==> src/rtl/gcu_pkg.sv <==
package gcu_pkg;
  // Strobes from control to datapath, one cycle each.
  typedef struct packed {
    logic loadCmd;   // latch a new command into the output slot
    logic clearAcc;  // zero the encoder accumulator
    logic stepUp;    // forward encoder step
    logic stepDown;  // reverse encoder step
    logic wrStep;    // load step magnitude
    logic wrOffX;    // load X origin offset
    logic wrOffY;    // load Y origin offset
  } gcuStrobes_t;
endpackage

==> src/rtl/gcu_ctrl.sv <==
module gcu_ctrl
  import gcu_pkg::*;
#(
  parameter int ADDR_W = 2,
  parameter int SYNC_STAGES = 2
) (
  input  logic              clk,
  input  logic              rstN,
  input  logic              quadA,
  input  logic              quadB,
  input  logic              cfgWrEn,
  input  logic [ADDR_W-1:0] cfgAddr,
  input  logic              cmdValid,
  input  logic              outReady,
  output logic              cmdReady,
  output logic              outValid,
  output gcuStrobes_t       strobes
);
  localparam logic [ADDR_W-1:0] ADDR_STEP = ADDR_W'(0);
  localparam logic [ADDR_W-1:0] ADDR_OFFX = ADDR_W'(1);
  localparam logic [ADDR_W-1:0] ADDR_OFFY = ADDR_W'(2);

  logic [SYNC_STAGES-1:0] syncA, syncB;
  logic [1:0] qNow, qPrev, qDelta;
  logic legalMove, fwdMove;

  always_ff @(posedge clk) begin
    if (!rstN) begin
      syncA <= '0;
      syncB <= '0;
      qPrev <= '0;
    end else begin
      syncA <= {syncA[SYNC_STAGES-2:0], quadA};
      syncB <= {syncB[SYNC_STAGES-2:0], quadB};
      qPrev <= qNow;
    end
  end

  assign qNow      = {syncA[SYNC_STAGES-1], syncB[SYNC_STAGES-1]};
  assign qDelta    = qNow ^ qPrev;
  assign legalMove = ^qDelta;               // exactly one channel moved
  assign fwdMove   = qNow[1] ^ qPrev[0];    // A leads B when set

  assign cmdReady = !outValid || outReady;

  always_comb begin
    strobes          = '0;
    strobes.loadCmd  = cmdValid && cmdReady;
    strobes.stepUp   = legalMove && fwdMove;
    strobes.stepDown = legalMove && !fwdMove;
    strobes.wrStep   = cfgWrEn && (cfgAddr == ADDR_STEP);
    strobes.wrOffX   = cfgWrEn && (cfgAddr == ADDR_OFFX);
    strobes.wrOffY   = cfgWrEn && (cfgAddr == ADDR_OFFY);
    strobes.clearAcc = strobes.wrStep;
  end

  always_ff @(posedge clk) begin
    if (!rstN)                 outValid <= 1'b0;
    else if (strobes.loadCmd)  outValid <= 1'b1;
    else if (outReady)         outValid <= 1'b0;
  end

  // a held output without ready stays valid
  p_hold_r8: assert property (@(posedge clk) disable iff (!rstN)
    (outValid && !outReady) |=> outValid);

  // the output only becomes valid through an offered command
  p_accept_r8: assert property (@(posedge clk) disable iff (!rstN)
    $rose(outValid) |-> $past(cmdValid));

  // a two-bit jump of the synchronized inputs never counts
  p_no_double_r10: assert property (@(posedge clk) disable iff (!rstN)
    (syncA[SYNC_STAGES-1] != qPrev[1] && syncB[SYNC_STAGES-1] != qPrev[0])
      |-> !(strobes.stepUp || strobes.stepDown));
endmodule

==> src/rtl/gcu_datapath.sv <==
module gcu_datapath
  import gcu_pkg::*;
#(
  parameter int COORD_W = 16
) (
  input  logic                      clk,
  input  logic                      rstN,
  input  gcuStrobes_t               strobes,
  input  logic        [COORD_W-1:0] cfgWrData,
  input  logic signed [COORD_W-1:0] cmdX,
  input  logic signed [COORD_W-1:0] cmdY,
  output logic signed [COORD_W-1:0] physX,
  output logic signed [COORD_W-1:0] physY
);
  localparam int WIDE = COORD_W + 2;
  localparam logic signed [WIDE-1:0] MAX_W = WIDE'((1 <<< (COORD_W - 1)) - 1);
  localparam logic signed [WIDE-1:0] MIN_W = -MAX_W - WIDE'(1);

  function automatic logic signed [COORD_W-1:0] satW(input logic signed [WIDE-1:0] v);
    if (v > MAX_W)      satW = MAX_W[COORD_W-1:0];
    else if (v < MIN_W) satW = MIN_W[COORD_W-1:0];
    else                satW = v[COORD_W-1:0];
  endfunction

  logic        [COORD_W-1:0] stepMag;
  logic signed [COORD_W-1:0] offX, offY, acc, accNext;
  logic signed [COORD_W:0]   baseX;
  logic signed [WIDE-1:0]    stepWide, accWide;

  assign stepWide = $signed({{(WIDE-COORD_W){1'b0}}, stepMag});
  assign accWide  = WIDE'(acc);

  always_comb begin
    accNext = acc;
    if (strobes.clearAcc)      accNext = '0;
    else if (strobes.stepUp)   accNext = satW(accWide + stepWide);
    else if (strobes.stepDown) accNext = satW(accWide - stepWide);
  end

  always_ff @(posedge clk) begin
    if (!rstN) begin
      stepMag <= '0;
      offX    <= '0;
      offY    <= '0;
      acc     <= '0;
      baseX   <= '0;
      physY   <= '0;
    end else begin
      acc <= accNext;
      if (strobes.wrStep) stepMag <= cfgWrData;
      if (strobes.wrOffX) offX    <= $signed(cfgWrData);
      if (strobes.wrOffY) offY    <= $signed(cfgWrData);
      if (strobes.loadCmd) begin
        baseX <= (COORD_W+1)'(offX) + (COORD_W+1)'(cmdX);
        physY <= satW(WIDE'(offY) + WIDE'(cmdY));
      end
    end
  end

  // Live correction: the latched sum minus this cycle's accumulator.
  assign physX = satW(WIDE'(baseX) - accWide);

  // a forward step never lowers the accumulator
  p_acc_up_r3: assert property (@(posedge clk) disable iff (!rstN)
    (strobes.stepUp && !strobes.clearAcc) |=> (acc >= $past(acc)));

  // a reverse step never raises the accumulator
  p_acc_down_r4: assert property (@(posedge clk) disable iff (!rstN)
    (strobes.stepDown && !strobes.clearAcc) |=> (acc <= $past(acc)));

  // a step register write leaves the accumulator at zero
  p_clear_r6: assert property (@(posedge clk) disable iff (!rstN)
    strobes.wrStep |=> (acc == '0));

  // an offset write alone leaves the presented Y untouched
  p_offy_hold_r7: assert property (@(posedge clk) disable iff (!rstN)
    (strobes.wrOffY && !strobes.loadCmd) |=> $stable(physY));
endmodule

==> src/rtl/galvo_coord_unit.sv <==
module galvo_coord_unit
  import gcu_pkg::*;
#(
  parameter int COORD_W = 16,
  parameter int ADDR_W = 2
) (
  input  logic                      clk,
  input  logic                      rstN,
  input  logic                      quadA,
  input  logic                      quadB,
  input  logic                      cfgWrEn,
  input  logic        [ADDR_W-1:0]  cfgAddr,
  input  logic        [COORD_W-1:0] cfgWrData,
  input  logic                      cmdValid,
  output logic                      cmdReady,
  input  logic signed [COORD_W-1:0] cmdX,
  input  logic signed [COORD_W-1:0] cmdY,
  output logic                      outValid,
  input  logic                      outReady,
  output logic signed [COORD_W-1:0] physX,
  output logic signed [COORD_W-1:0] physY
);
  gcuStrobes_t strobes;

  gcu_ctrl #(.ADDR_W(ADDR_W), .SYNC_STAGES(2)) ctrlU (
    .clk(clk), .rstN(rstN), .quadA(quadA), .quadB(quadB),
    .cfgWrEn(cfgWrEn), .cfgAddr(cfgAddr), .cmdValid(cmdValid),
    .outReady(outReady), .cmdReady(cmdReady), .outValid(outValid),
    .strobes(strobes)
  );

  gcu_datapath #(.COORD_W(COORD_W)) dataU (
    .clk(clk), .rstN(rstN), .strobes(strobes), .cfgWrData(cfgWrData),
    .cmdX(cmdX), .cmdY(cmdY), .physX(physX), .physY(physY)
  );
endmodule

==> config.mk <==
export PLATFORM = sky130hd
export DESIGN_NAME = galvo_coord_unit
export DESIGN_NICKNAME = d
export VERILOG_FILES = /design/src/rtl/gcu_pkg.sv /design/src/rtl/gcu_ctrl.sv /design/src/rtl/gcu_datapath.sv /design/src/rtl/galvo_coord_unit.sv
export SDC_FILE = /design/constraint.sdc
export NUM_CORES = 1
export LEC_CHECK = 0
export CELL_PAD_IN_SITES_DETAIL_PLACEMENT = 1
export CELL_PAD_IN_SITES_GLOBAL_PLACEMENT = 2
export CORE_MARGIN = 1
export CORE_UTILIZATION = 34
export DETAILED_ROUTE_END_ITERATION = 16
export GPL_TIMING_DRIVEN = 0
export PLACE_DENSITY_LB_ADDON = 0.1
export SLEW_MARGIN = 10
export SYNTH_ARGS = -nofsm -noshare
export SYNTH_HDL_FRONTEND = slang
export SYNTH_SLANG_ARGS = --single-unit
==> constraint.sdc <==
create_clock -name clk -period 3.5 [get_ports clk]
set_input_delay 0.525 -clock clk [delete_from_list [all_inputs] [get_ports clk]]
set_output_delay 0.525 -clock clk [all_outputs]
set_load 0.02 [all_outputs]
* Word level (Yosys, flattened, before mapping) *
Cells that the tools add are included.

storage, ports and cells
  register bits after elaboration = 104
  bits in latches = 0
  memory bits (writable) = 0
  memory bits (read-only) = 0
  input port bits = 57
  output and inout bits = 34
  word-level logic and storage cells = 54
  memories kept = 0

operators by class
  $add $sub $neg = 5
  multipliers = 0
  divide/modulo/power cells = 0
  order comparisons = 8
  equal/unequal tests = 2
  shift operators = 0
  multiplexer cells = 12
  bitwise operators = 3
  reduce and logical (&&, ||, !) cells = 14

operators with widths
  operator                                                                           count
  16-bit two-way mux                                                                 10
  18-bit by 16-bit greater-than comparator with 1-bit output, second input constant  4
  18-bit by 16-bit < comparator with 1-bit output, second input constant             4
  16-bit by 16-bit adder with 17-bit output                                          2
  16-bit by 17-bit adder with 18-bit output                                          1
  16-bit by 17-bit subtractor with 18-bit output                                     1
  17-bit by 16-bit subtractor with 18-bit output                                     1
  1-bit logical AND                                                                  6
  2-bit nonzero test                                                                 2
  2-bit by 1-bit equality test with 1-bit output, second input constant              1
  2-bit equality test, second input constant                                         1
  1-bit logical NOT                                                                  2
  2-bit logical NOT                                                                  1
  1-bit two-way mux                                                                  2
  2-bit OR reduction                                                                 1
  2-bit XOR reduction                                                                1
  2-bit bitwise XOR                                                                  1
  1-bit logical OR                                                                   1
  1-bit NOT                                                                          1
  1-bit bitwise XOR                                                                  1

* Logic depth before layout (Yosys ltp) *
  depth in word-level cells = 6
  mapped depth = 15
  gate-level depth less buffers = 14

* Hierarchy *
Synthesis repeated with hierarchy kept, for this count alone.

unflattened totals
  cells, all modules = 992
  area, all modules = 8393.0 um2

modules (own cells, without submodules)
  module        times used  cells each  area an instance (um2)  seq. area each (um2)
  gcu_datapath  1           967         8122.8                  1941.9
  gcu_ctrl      1           25          270.3                   140.1

* Worst setup path after synthesis *
No wires, ideal clock.

  path kind = register to output
  start = reg dataU.acc[1]
  end = out physX[10]
  data arrival time = 2.882 ns
  data required time = 2.975 ns
  setup slack = 0.093 ns
  stages on the path, launching flop included = 14
  buffers on the path = 1
  cells stage by stage = dfxtp_1 -> inv_1 -> ha_1 -> nor2b_1 -> o2111ai_1 -> a41oi_1 -> nor2_1 -> o31ai_1 -> a31oi_1 -> nand2b_1 -> a31oi_1 -> o21ai_1 -> clkbuf_1 -> o21ai_0

between the ends
  longest elaborated chain between the ends = 4
  elaborated cells between the ends (all ways) = 5
  those cells by class = add/sub (1); order compare (2); mux (2)

RTL lines
  element                                           RTL line                RTL
  start: declaration                                gcu_datapath.sv:26      logic signed [COORD_W-1:0] offX, offY, acc, accNext;
  start signal: assignment                          gcu_datapath.sv:49      acc <= accNext;
  17-bit by 16-bit subtractor with 18-bit output *  gcu_datapath.sv:61      assign physX = satW(WIDE'(baseX) - accWide);
  18-bit by 16-bit < comparator with 1-bit output   gcu_datapath.sv:21      else if (v < MIN_W) satW = MIN_W[COORD_W-1:0];
  16-bit two-way mux                                gcu_datapath.sv:21
  16-bit two-way mux *                              gcu_datapath.sv:20      if (v > MAX_W) satW = MAX_W[COORD_W-1:0];
  end: declaration                                  galvo_coord_unit.sv:20  output logic signed [COORD_W-1:0] physX,

Mark *: on every way between the ends. The rest lies on a longest branch, timed or not.

* Worst setup path in the final report *
  start = reg dataU.acc[5]
  end = out physX[5]

The elaborated chain is that of the path after synthesis.

==> results.cfg <==
[run_status]
outcome = finished with violations
violations = negative setup slack

[synth]
syn-num-nets = 1162
synth_area_leaders = dfxtp_1, ha_1, nand2_1
synth_edf_count = 0
syn_area_sq_um = 7940
yosys_warnings = 0
syn_avg_cell_area_sq_um = 7.79
ys_ff_latch = 104
synth_top_area_cell = dfxtp_1
seq_area_frac_synth_pct = 26.2
yosysTopAreaCellShare_pct = 26.2
async_reset_ff_share_pct = 0
synthCells = 1018
synth.distinct_cells = 72
ys.flop_type = dfxtp_1

[critical_path]
critPathBufInv = 5
cp_slowest_stage_delay_ns = 0.39
crit_arrival_ns = 3.10
crit_fanout = 5
worstPathRequired_ns = 2.97
critical_path.top_delay_family = compound AO/OA/AOI/OAI gates
end_kind = primary output
startpoint_type = flop
cpMaxStageDelayCell = dfxtp_4
path_cells = inv_4 -> ha_4 -> o21a_1 -> o211ai_1 -> buf_4 -> nor2_4 -> a21oi_2 -> o2111ai_2 -> a21oi_2 -> xnor2_2 -> buf_4 -> o21ai_4 -> buf_8 -> o21ai_1 -> buf_2
crit_type = flop to primary output

[route]
ant_nets = 0
post_drt_wl_per_cell_um = 18.5
drtPass1Iterations = 4
vias_per_cell = 5.09
vias = 7477
routed_wl_um = 27200
drtIter0Drc = 232
drc = 0

[placed_design]
hpwl_um = 21300
dp_cells = 1421
place_area_sq_um = 9230
place_congestion = 0.845
port_buffers = 90

[die]
die_area_sq_um = 24000
rows = 55
ioPinCount = 91
initial_core_util_pct = 34.8
coreArea_sq_um = 22800
die_height_um = 155
die_x_um = 155

[power_and_ir_drop]
powerDensity_nw_per_um2 = 766
p_total_mw = 7.92
ir_worst_vdd_uv = 540
leakage_nw = 4.25

[grt]
antenna_found_initial = 1
first_global_vias = 7821
grt_max_degree = 18
grt_overflow = 0
global_route.usage.total_pct = 23.2
grt_first_pass_wirelength_um = 42400

[sta]
finalWorstSetupSlack_ns = -0.121
fin_worst_skew_ns = 0.0115
finalSetupViolCount = 15
finalMaxSlewViolations = 0
min_period_ns = 3.62
maxSlewHeadroom_pct = 47.6
fmax_ghz = 0.276
finalCritPeriodShare_pct = 103
tightest_slew_ns = 0.786
rsz0062_at_grt = true
hold_ws_ns = 0.444
finalHoldViolations = 0

[layout]
fin_cells = 1468
multi_input_area_sq_um = 5890
regArea_sq_um = 2130
drive_gt1_share_pct = 16.6
final_nets = 1293
fin_util_pct = 45.4
syn_to_final_growth_pct = 30.3
final.fill_count = 2760
final_area_sq_um = 10300

[run]
drv_cap = 0

[clock_network]
cts_buffers = 9
cts.sinks = 104
cts_tree = yes
cts-root-buf = clkbuf_16
clockBufferDepth = 2
clk_pin_slew_ns = 0.08
insertion_delay_ns = 0.36
cts_hold_buf = 0
htreeDepth = 3

[min_path]
hold_class = flop to flop
## state kept, by name, summed over array words and instances, names as in the netlist
name            cells
dataU.baseX        17
dataU.physY        16
dataU.offX         16
ctrlU.syncA         2
dataU.offY         16
dataU.acc          16
ctrlU.outValid      1
ctrlU.syncB         2
dataU.stepMag      16
ctrlU.qPrev         2
## power breakdown
part | total (mW) | switching (mW) | leakage [nW] | internal [mW]
clock network | 1.03 | 0.501 | 0.144 | 0.532
logic | 5.40 | 2.93 | 3.25 | 2.47
registers | 1.49 | 0.155 | 0.862 | 1.34
## cells in the final DEF, fill, tap and decap left out, drive strengths merged, types with 4 or more instances in the layout
master,count
xnor2,48
o2111ai,4
xor2,22
o21ai,77
o21a,18
and2,21
a31oi,12
clkbuf,42
a21oi,83
and3,5
a221oi,5
a211o,4
clkdlybuf4s50,74
nor3,11
a21boi,53
o31ai,9
fa,5
a31o,5
a21o,23
nand3,17
nand2,164
nand2b,15
or3,4
nor2,49
nor2b,9
o211ai,7
dfxtp,104
o21bai,11
ha,82
buf,62
inv,67
## cells in the mapped netlist (3+ instances only)
cell type	n
inv_1	64
fa_1	5
a21boi_0	53
a211o_1	3
ha_1	82
a211oi_1	3
nor3_1	10
o211ai_1	6
nand3_1	17
nor3b_1	3
nor2_1	48
o21bai_1	10
buf_6	3
a31oi_1	10
xnor2_1	48
or3_1	4
dfxtp_1	104
a21o_1	22
o2111ai_1	3
o31ai_1	9
o21a_1	18
a31o_2	4
o21ai_1	14
clkbuf_1	31
a221oi_1	4
a21oi_1	82
o21ai_0	63
xor2_1	22
and3_1	5
nor2b_1	9
buf_2	12
and2_1	20
nand2_1	164
nand2b_1	15
## metal layers
layer	track usage [%]	share of wire, %	vias up
met5	0	0	-
met4	5.23	1.3	0
met3	3.36	3.2	18
met2	41.8	49	117
met1	29.1	46	3557
li1	-	-	3785
## worst paths after layout
| kind | startpoint | to | slack [ns] | depth (start not counted) |
|---|---|---|---|---|
| setup / recovery | dataU.acc[5]$_SDFFE_PP0P_ | physX[5] | -0.12 | 15 |
| hold / removal | ctrlU.syncB[0]$_SDFF_PN0_ | ctrlU.syncB[1]$_SDFF_PN0_ | 0.44 | 1 |
| setup reg to reg | dataU.stepMag[6]$_SDFFE_PN0P_ | dataU.acc[5]$_SDFFE_PP0P_ | 0.17 | 13 |
| hold reg to reg | ctrlU.syncB[0]$_SDFF_PN0_ | ctrlU.syncB[1]$_SDFF_PN0_ | 0.44 | 1 |
## cell families (layout without fill, tap and decap cells)
family,Yosys count,after routing,synth area share [%]
AO/OA/AOI/OAI,332,332,27.8
AND/OR/NAND/NOR,310,310,17.9
buffers and inverters,112,248,5.77
flip-flops,104,104,26.2
adder cells (fa/ha/maj),87,87,14.2
XOR/XNOR,70,70,7.73
multiplexers,3,3,0.394
other,0,1,0
## layout make-up
| type | count | area share, % |
|---|---|---|
| antenna | 1 | 0.0242 |
| buffer | 45 | 2.36 |
| clock buffer | 12 | 2.48 |
| clock inverter | 4 | 0.339 |
| inverter | 66 | 2.48 |
| multi-input combinational | 802 | 57.0 |
| sequential | 104 | 20.6 |
| tap | 313 | 3.79 |
| timing repair buffer | 121 | 11.0 |
## per-stage QoR
step / TNS, ns / setup WS, ns
6_report: -1.43 / -0.121
5_1_grt: -3.22 / -0.255
4_1_cts: -0.494 / -0.0440
3_5_place_dp: -23.90 / -1.07
3_3_place_gp: -23.24 / -1.07
2_1_floorplan: 0 / 0.0927
## repair_timing
action / 4_1_cts / 5_1_grt
buffers inserted: 22 / 7
pin swaps: 26 / 18
resized for setup: 204 / 50
cloned: 2 / 0
endpoints found under the setup margin: 44 / 46
Note: power is estimated with default switching activity, not from simulation.
